### config.mk
export PLATFORM = sky130hd
export DESIGN_NAME = fpm_dram_ctrl
export DESIGN_NICKNAME = d
export VERILOG_FILES = /design/src/rtl/fpm_dram_pkg.sv /design/src/rtl/fpm_addr_split.sv /design/src/rtl/fpm_refresh_timer.sv /design/src/rtl/fpm_wait_cnt.sv /design/src/rtl/fpm_dram_ctrl.sv
export SDC_FILE = /design/constraint.sdc
export NUM_CORES = 1
export LEC_CHECK = 0
export ABC_AREA = 0
export BUFFER_PORTS_ARGS = -buffer_cell sky130_fd_sc_hd__buf_2
export CAP_MARGIN = 20
export CELL_PAD_IN_SITES_DETAIL_PLACEMENT = 1
export CELL_PAD_IN_SITES_GLOBAL_PLACEMENT = 1
export CORE_MARGIN = 2
export CORE_UTILIZATION = 30
export DETAILED_ROUTE_END_ITERATION = 8
export PLACE_DENSITY = 0.58
export SLEW_MARGIN = 20
export SYNTH_ARGS = -nofsm -noshare
export SYNTH_HDL_FRONTEND = slang
export SYNTH_SLANG_ARGS = --single-unit
export TNS_END_PERCENT = 10
### constraint.sdc
create_clock -name clk -period 2.27 [get_ports clk]
set_clock_uncertainty 0.1 [all_clocks]
set_input_delay 0.454 -clock clk [delete_from_list [all_inputs] [get_ports clk]]
set_output_delay 0.454 -clock clk [all_outputs]
set_load 0.005 [all_outputs]
### src/rtl/fpm_dram_pkg.sv
package fpm_dram_pkg;

    typedef enum logic [3:0] {
        SQ_IDLE,
        SQ_RADR,
        SQ_ROW,
        SQ_CADR,
        SQ_COL,
        SQ_CPRE,
        SQ_OPEN,
        SQ_RPRE,
        SQ_RCAS,
        SQ_RRAS
    } seq_state_e;

    // ceiling division, never below one cycle
    function automatic int cdiv(input int num, input int den);
        int r;
        r = (num + den - 1) / den;
        if (r < 1) r = 1;
        return r;
    endfunction

    function automatic int imax(input int a, input int b);
        return (a > b) ? a : b;
    endfunction

endpackage

### src/rtl/fpm_addr_split.sv
module fpm_addr_split #(
    parameter int ROW_W = 9,
    parameter int COL_W = 9
) (
    input  logic [ROW_W+COL_W-1:0] addr,
    output logic [ROW_W-1:0]       row,
    output logic [COL_W-1:0]       col
);
    // row in the upper bits so that linear addresses stay inside one page
    assign row = addr[ROW_W+COL_W-1:COL_W];
    assign col = addr[COL_W-1:0];
endmodule

### src/rtl/fpm_refresh_timer.sv
module fpm_refresh_timer #(
    parameter int REF_CYC = 780
) (
    input  logic clk,
    input  logic rst_n,
    input  logic take,
    output logic pend
);
    localparam int W = $clog2(REF_CYC);
    localparam logic [W-1:0] LAST = W'(REF_CYC - 1);

    logic [W-1:0] cnt_q, cnt_d;
    logic         pend_q, pend_d;

    always_comb begin
        cnt_d  = cnt_q + 1'b1;
        pend_d = pend_q;
        if (take) pend_d = 1'b0;
        if (cnt_q == LAST) begin
            cnt_d  = '0;
            pend_d = 1'b1;
        end
    end

    always_ff @(posedge clk or negedge rst_n) begin
        if (!rst_n) begin
            cnt_q  <= '0;
            pend_q <= 1'b0;
        end else begin
            cnt_q  <= cnt_d;
            pend_q <= pend_d;
        end
    end

    assign pend = pend_q;
endmodule

### src/rtl/fpm_wait_cnt.sv
module fpm_wait_cnt #(
    parameter int CNT_W = 4
) (
    input  logic             clk,
    input  logic             rst_n,
    input  logic             ld,
    input  logic [CNT_W-1:0] ld_val,
    output logic             zero
);
    logic [CNT_W-1:0] cnt_q, cnt_d;

    always_comb begin
        cnt_d = cnt_q;
        if (ld)               cnt_d = ld_val;
        else if (cnt_q != '0) cnt_d = cnt_q - 1'b1;
    end

    always_ff @(posedge clk or negedge rst_n) begin
        if (!rst_n) cnt_q <= '0;
        else        cnt_q <= cnt_d;
    end

    assign zero = (cnt_q == '0);
endmodule

### src/rtl/fpm_dram_ctrl.sv
module fpm_dram_ctrl
    import fpm_dram_pkg::*;
#(
    parameter int ROW_W     = 9,
    parameter int BYTE_W    = 8,
    parameter int CLK_NS    = 20,
    parameter int T_RAC_NS  = 60,
    parameter int T_CAC_NS  = 15,
    parameter int T_OEA_NS  = 15,
    parameter int T_RC_NS   = 110,
    parameter int T_RAS_NS  = 60,
    parameter int T_RP_NS   = 40,
    parameter int T_CP_NS   = 10,
    parameter int T_CSR_NS  = 10,
    parameter int REF_NS    = 15600
) (
    input  logic                     clk,
    input  logic                     rst_n,
    input  logic                     req_i,
    input  logic                     wr_i,
    input  logic [2*ROW_W-1:0]       addr_i,
    input  logic [1:0]               be_i,
    input  logic [2*BYTE_W-1:0]      wdata_i,
    output logic                     ack_o,
    output logic [2*BYTE_W-1:0]      rdata_o,
    output logic [ROW_W-1:0]         dram_addr_o,
    output logic                     dram_ras_n_o,
    output logic                     dram_casl_n_o,
    output logic                     dram_casu_n_o,
    output logic                     dram_we_n_o,
    output logic                     dram_oe_n_o,
    output logic [2*BYTE_W-1:0]      dram_dq_o,
    output logic                     dram_dq_oe_o,
    input  logic [2*BYTE_W-1:0]      dram_dq_i
);
    localparam int COL_W   = ROW_W;
    localparam int DATA_W  = 2 * BYTE_W;
    localparam int LANES   = 2;
    localparam int RCD_CYC = cdiv(T_RAC_NS - T_CAC_NS, CLK_NS);
    localparam int CAS_CYC = cdiv(imax(T_CAC_NS, T_OEA_NS), CLK_NS);
    localparam int CP_CYC  = cdiv(T_CP_NS, CLK_NS);
    localparam int CSR_CYC = cdiv(T_CSR_NS, CLK_NS);
    localparam int RAS_CYC = cdiv(T_RAS_NS, CLK_NS);
    localparam int RP_CYC  = imax(cdiv(T_RP_NS, CLK_NS), cdiv(T_RC_NS, CLK_NS) - RAS_CYC);
    localparam int REF_CYC = REF_NS / CLK_NS;
    localparam int MAX_CYC = imax(imax(RCD_CYC, CAS_CYC), imax(imax(CP_CYC, CSR_CYC), imax(RAS_CYC, RP_CYC)));
    localparam int CNT_W   = $clog2(MAX_CYC + 1);

    typedef struct packed {
        seq_state_e          st;
        logic                ras_n;
        logic                casl_n;
        logic                casu_n;
        logic                we_n;
        logic                oe_n;
        logic [ROW_W-1:0]    addr;
        logic [DATA_W-1:0]   dq;
        logic                dq_oe;
        logic                ack;
        logic [DATA_W-1:0]   rdata;
        logic [ROW_W-1:0]    row;
        logic [COL_W-1:0]    col;
        logic                wr;
        logic [LANES-1:0]    be;
    } ctl_t;

    localparam ctl_t CTL_RST = '{
        st: SQ_IDLE, ras_n: 1'b1, casl_n: 1'b1, casu_n: 1'b1, we_n: 1'b1, oe_n: 1'b1,
        addr: '0, dq: '0, dq_oe: 1'b0, ack: 1'b0, rdata: '0, row: '0, col: '0,
        wr: 1'b0, be: '0
    };

    ctl_t q, d;

    logic [ROW_W-1:0] req_row;
    logic [COL_W-1:0] req_col;
    logic             ref_pend, ref_take;
    logic             wt_ld, wt_zero;
    logic [CNT_W-1:0] wt_val;
    logic [DATA_W-1:0] lane_mask;

    fpm_addr_split #(.ROW_W(ROW_W), .COL_W(COL_W)) u_split (
        .addr(addr_i), .row(req_row), .col(req_col)
    );

    fpm_refresh_timer #(.REF_CYC(REF_CYC)) u_ref (
        .clk(clk), .rst_n(rst_n), .take(ref_take), .pend(ref_pend)
    );

    fpm_wait_cnt #(.CNT_W(CNT_W)) u_wait (
        .clk(clk), .rst_n(rst_n), .ld(wt_ld), .ld_val(wt_val), .zero(wt_zero)
    );

    // per-lane mask for returned read data
    for (genvar g = 0; g < LANES; g++) begin : g_lane
        assign lane_mask[g*BYTE_W +: BYTE_W] = {BYTE_W{q.be[g]}};
    end

    always_comb begin
        d        = q;
        d.ack    = 1'b0;
        wt_ld    = 1'b0;
        wt_val   = '0;
        ref_take = 1'b0;

        unique case (q.st)
            SQ_IDLE: begin
                if (ref_pend) begin
                    // refresh first: column strobes lead the row strobe
                    ref_take = 1'b1;
                    d.casl_n = 1'b0;
                    d.casu_n = 1'b0;
                    d.st     = SQ_RCAS;
                    wt_ld    = 1'b1;
                    wt_val   = CNT_W'(CSR_CYC - 1);
                end else if (req_i) begin
                    d.row  = req_row;
                    d.col  = req_col;
                    d.wr   = wr_i;
                    d.be   = be_i;
                    d.dq   = wdata_i;
                    d.addr = req_row;
                    d.st   = SQ_RADR;
                end
            end
            SQ_RADR: begin
                d.ras_n = 1'b0;
                d.st    = SQ_ROW;
                wt_ld   = 1'b1;
                wt_val  = CNT_W'(RCD_CYC - 1);
            end
            SQ_ROW: begin
                if (wt_zero) begin
                    d.addr  = q.col;
                    d.we_n  = ~q.wr;
                    d.dq_oe = q.wr;
                    d.st    = SQ_CADR;
                end
            end
            SQ_CADR: begin
                d.casl_n = ~q.be[0];
                d.casu_n = ~q.be[1];
                d.oe_n   = q.wr;
                d.st     = SQ_COL;
                wt_ld    = 1'b1;
                wt_val   = CNT_W'(CAS_CYC - 1);
            end
            SQ_COL: begin
                if (wt_zero) begin
                    d.ack    = 1'b1;
                    d.rdata  = q.wr ? '0 : (dram_dq_i & lane_mask);
                    d.casl_n = 1'b1;
                    d.casu_n = 1'b1;
                    d.oe_n   = 1'b1;
                    d.we_n   = 1'b1;
                    d.dq_oe  = 1'b0;
                    d.st     = SQ_CPRE;
                    wt_ld    = 1'b1;
                    wt_val   = CNT_W'(CP_CYC - 1);
                end
            end
            SQ_CPRE: begin
                if (wt_zero) d.st = SQ_OPEN;
            end
            SQ_OPEN: begin
                if (ref_pend || (req_i && req_row != q.row)) begin
                    // close the page; IDLE then serves refresh or the new row
                    d.ras_n = 1'b1;
                    d.st    = SQ_RPRE;
                    wt_ld   = 1'b1;
                    wt_val  = CNT_W'(RP_CYC - 1);
                end else if (req_i) begin
                    d.col   = req_col;
                    d.wr    = wr_i;
                    d.be    = be_i;
                    d.dq    = wdata_i;
                    d.addr  = req_col;
                    d.we_n  = ~wr_i;
                    d.dq_oe = wr_i;
                    d.st    = SQ_CADR;
                end
            end
            SQ_RPRE: begin
                if (wt_zero) d.st = SQ_IDLE;
            end
            SQ_RCAS: begin
                if (wt_zero) begin
                    d.ras_n = 1'b0;
                    d.st    = SQ_RRAS;
                    wt_ld   = 1'b1;
                    wt_val  = CNT_W'(RAS_CYC - 1);
                end
            end
            SQ_RRAS: begin
                if (wt_zero) begin
                    d.ras_n  = 1'b1;
                    d.casl_n = 1'b1;
                    d.casu_n = 1'b1;
                    d.st     = SQ_RPRE;
                    wt_ld    = 1'b1;
                    wt_val   = CNT_W'(RP_CYC - 1);
                end
            end
            default: d = CTL_RST;
        endcase
    end

    always_ff @(posedge clk or negedge rst_n) begin
        if (!rst_n) q <= CTL_RST;
        else        q <= d;
    end

    assign ack_o         = q.ack;
    assign rdata_o       = q.rdata;
    assign dram_addr_o   = q.addr;
    assign dram_ras_n_o  = q.ras_n;
    assign dram_casl_n_o = q.casl_n;
    assign dram_casu_n_o = q.casu_n;
    assign dram_we_n_o   = q.we_n;
    assign dram_oe_n_o   = q.oe_n;
    assign dram_dq_o     = q.dq;
    assign dram_dq_oe_o  = q.dq_oe;

endmodule

==> results.json <==
{
  "total_power_w": 0.006990,
  "fill_cells": 1631,
  "synth-edff-count": 0,
  "firstDrtPassIters": 4,
  "rows": 44,
  "first_iter_violations": 153,
  "end_kind": "register",
  "post_drt_wl_per_cell_um": 17.01,
  "overflow": 0,
  "worstMarginPinSlew_ps": 508.5,
  "synth-xor-area-share_pct": 3.399,
  "regArea_sq_mm": 0.002158,
  "slowest_delay_ps": 410,
  "postSynth.asyncResetShare_pct": 100.0,
  "synth_top_cells_by_count": "dfrtp_1, a22o_1, buf_4",
  "final-hold-violation-count": 0,
  "num_vias": 3352,
  "clk_path_buf_depth": 2,
  "track_usage_pct": 15.42,
  "syn_area_sq_mm": 0.004380,
  "power.leakage_nw": 2.638,
  "grt_pass1_vias": 3568,
  "final_antenna_net_count": 0,
  "cts_setup_buffers": 0,
  "critPathKind": "register to register",
  "worstPathCellList": "xor2_1 > nor4_4 > nand4_2 > a221o_1 > buf_12 > mux2_4",
  "yosysSeqAreaShare_pct": 49.27,
  "vdd_drop_max_mv": 0.4305,
  "clkSinkCount": 86,
  "syn_inst": 409,
  "via_per_inst": 4.966,
  "ys_ff_latch": 86,
  "synth_warnings": 0,
  "die_w_um": 124.8,
  "areaGrowthSynthToFinish_pct": 20.22,
  "cts_buffers": 9,
  "synth_compound_area_share_pct": 17.42,
  "grt_max_degree": 87,
  "setup_slack_ps": 131.2,
  "max_cap_violations": 0,
  "drv_slew": 0,
  "wl_um": 11480,
  "syn_area_per_cell_sq_um": 10.71,
  "synth_adder_area_share_pct": 0.5713,
  "worst_ep_arrival_time_ps": 2270,
  "grt_pass1_wl_um": 19090,
  "setup_viol": 0,
  "synthSimpleGateAreaFrac_pct": 12.85,
  "multi_input_area_sq_mm": 0.001725,
  "drc": 0,
  "r2r_cells": 6,
  "status": "finished, final reports clean",
  "slew_headroom_pct": 66.10,
  "diodes": 0,
  "root_buffer": "clkbuf_16",
  "synth_top_family_by_area": "compound AO/OA/AOI/OAI gates",
  "die_area_sq_mm": 0.01558,
  "gp_congestion": 0.7682,
  "finalCritPeriodShare_pct": 94.22,
  "synth_top_area_cell": "dfrtp_1",
  "nNetsFinal": 544,
  "synth_top_area_share_pct": 46.27,
  "startpoint_type": "register",
  "hp-class": "primary input to async pin",
  "synth_fp_nets": 467,
  "drive_gt1_share_pct": 36.25,
  "fmax_mhz": 467.5,
  "port_buffers": 103,
  "slowest_stage": "a221o_1",
  "coreArea_sq_mm": 0.01442,
  "fin_crit_ps": 2139,
  "synthMuxAreaShare_pct": 4.570,
  "die_y_um": 124.8,
  "clock_latency_ps": 340,
  "path_delay_family": "simple AND/OR/NAND/NOR gates",
  "timing.hold.ws_ps": 25.26,
  "crit_fanout": 9,
  "rsz0062_at_grt": "no",
  "cp.buffers_inverters": 1,
  "worst_ep_required_time_ps": 2400,
  "path_depth": 6,
  "antenna_found_initial": 0,
  "ys.flop_type": "dfrtp_1",
  "htree_levels": 3,
  "yosysMostFrequentCell": "dfrtp_1",
  "post-dp-hpwl_um": 8091,
  "ioPinCount": 104,
  "post-place-ws_ps": -70.00,
  "path_clk_slew_ps": 70,
  "cts_tree": "built",
  "powerDensity_mw_per_mm2": 1327,
  "initial_core_util_pct": 30.37,
  "ys_types": 53,
  "synth_top_cells_by_area": "dfrtp_1, a22o_1, buf_4, mux2_4, nand2_1"
}
[what timing repair did]
| action | 4_1_cts | 5_1_grt |
|---|---|---|
| resized for setup | 0 | 3 |
| endpoints found under the setup margin | 0 | 26 |
| hold buffers | 0 | 0 |
[power by group]
part | internal [W] | switching [W]
sequential | 0.00208 | 0.000353
clock | 0.00100 | 0.000651
combinational | 0.00140 | 0.00150
[flip-flops by register name (all words and copies together) (netlist names)]
register       count
dram_oe_n_o        1
dram_dq_o         16
u_ref.pend         1
dram_we_n_o        1
dram_ras_n_o       1
u_wait.cnt_q       2
dram_casu_n_o      1
q                 23
dram_addr_o        9
dram_casl_n_o      1
u_ref.cnt_q       10
dram_dq_oe_o       1
ack_o              1
lane_mask          2
rdata_o           16
[path summary, 6_finish.rpt]
path,slack [ps],to,start
hold reg to reg,390,u_ref.cnt_q[0],u_ref.cnt_q[0]
max in group asynchronous,1620,dram_ras_n_o,rst_n
hold / removal,30,u_wait.cnt_q[0],rst_n
min in group clk,230,dram_dq_o[15],wdata_i[15]
setup / recovery,130,dram_addr_o[5],q[19]
setup reg to reg,130,dram_addr_o[5],q[19]
[logic make-up (layout without fill, tap and decap cells)]
| kind of cell | after synthesis | in the layout |
|---|---|---|
| simple gates | 104 | 104 |
| compound gates | 103 | 103 |
| flops | 86 | 86 |
| buf+inv | 82 | 164 |
| xor+xnor | 17 | 17 |
| mux | 15 | 15 |
| fa+ha+maj | 2 | 2 |
[through the flow]
step / util, % / instances / TNS [ps] / area, sq um
after floorplan: - / 409 / 0 / 4380
after global placement: 34.08 / 659 / -225.7 / 4916
after detailed placement: 34.08 / 659 / -587.9 / 4916
after CTS: 36.38 / 675 / 0 / 5248
after global routing: 36.51 / 675 / 0 / 5266
final: 36.51 / 675 / 0 / 5266
[final cells by class]
type                       instances  share of cell area [%]
timing repair buffer             132                   14.45
inverter                          16                   1.140
tap                              184                   4.372
sequential                        86                   40.98
clock buffer                      10                   4.538
clock inverter                     6                   1.758
multi-input combinational        241                   32.76
[per-layer routing]
metal | global-route usage (%) | vias up | wire length [um]
li1 | - | 1558 | -
met1 | 19.95 | 1708 | 5157
met2 | 25.23 | 70 | 5666
met3 | 3.436 | 16 | 395
met4 | 5.882 | 0 | 263
met5 | 0 | - | 0
[placed cells by master, fill, tap and decap left out, types with 2 or more instances in the layout]
master     instances
and3_1             6
a22oi_1           10
mux2_2             4
xor2_1            12
a21oi_1            9
nor3_1             2
clkbuf_16          9
o21ai_0           20
nor4_4             3
buf_4             28
o211ai_1           2
nand2_1           35
mux2i_1            2
nor2b_1            3
dfstp_2            5
buf_12             2
mux2_4             9
nand4_1            2
dfrtp_1           81
nand3_1           16
nand2b_1           3
a21o_1             4
a22o_1            45
ha_1               2
nand3b_1           5
nor4_1             2
a31oi_1            2
xnor2_1            5
inv_1             16
buf_2            102
nor2_1            15
bufinv_16          2
Note: power is estimated with default switching activity, not from simulation.
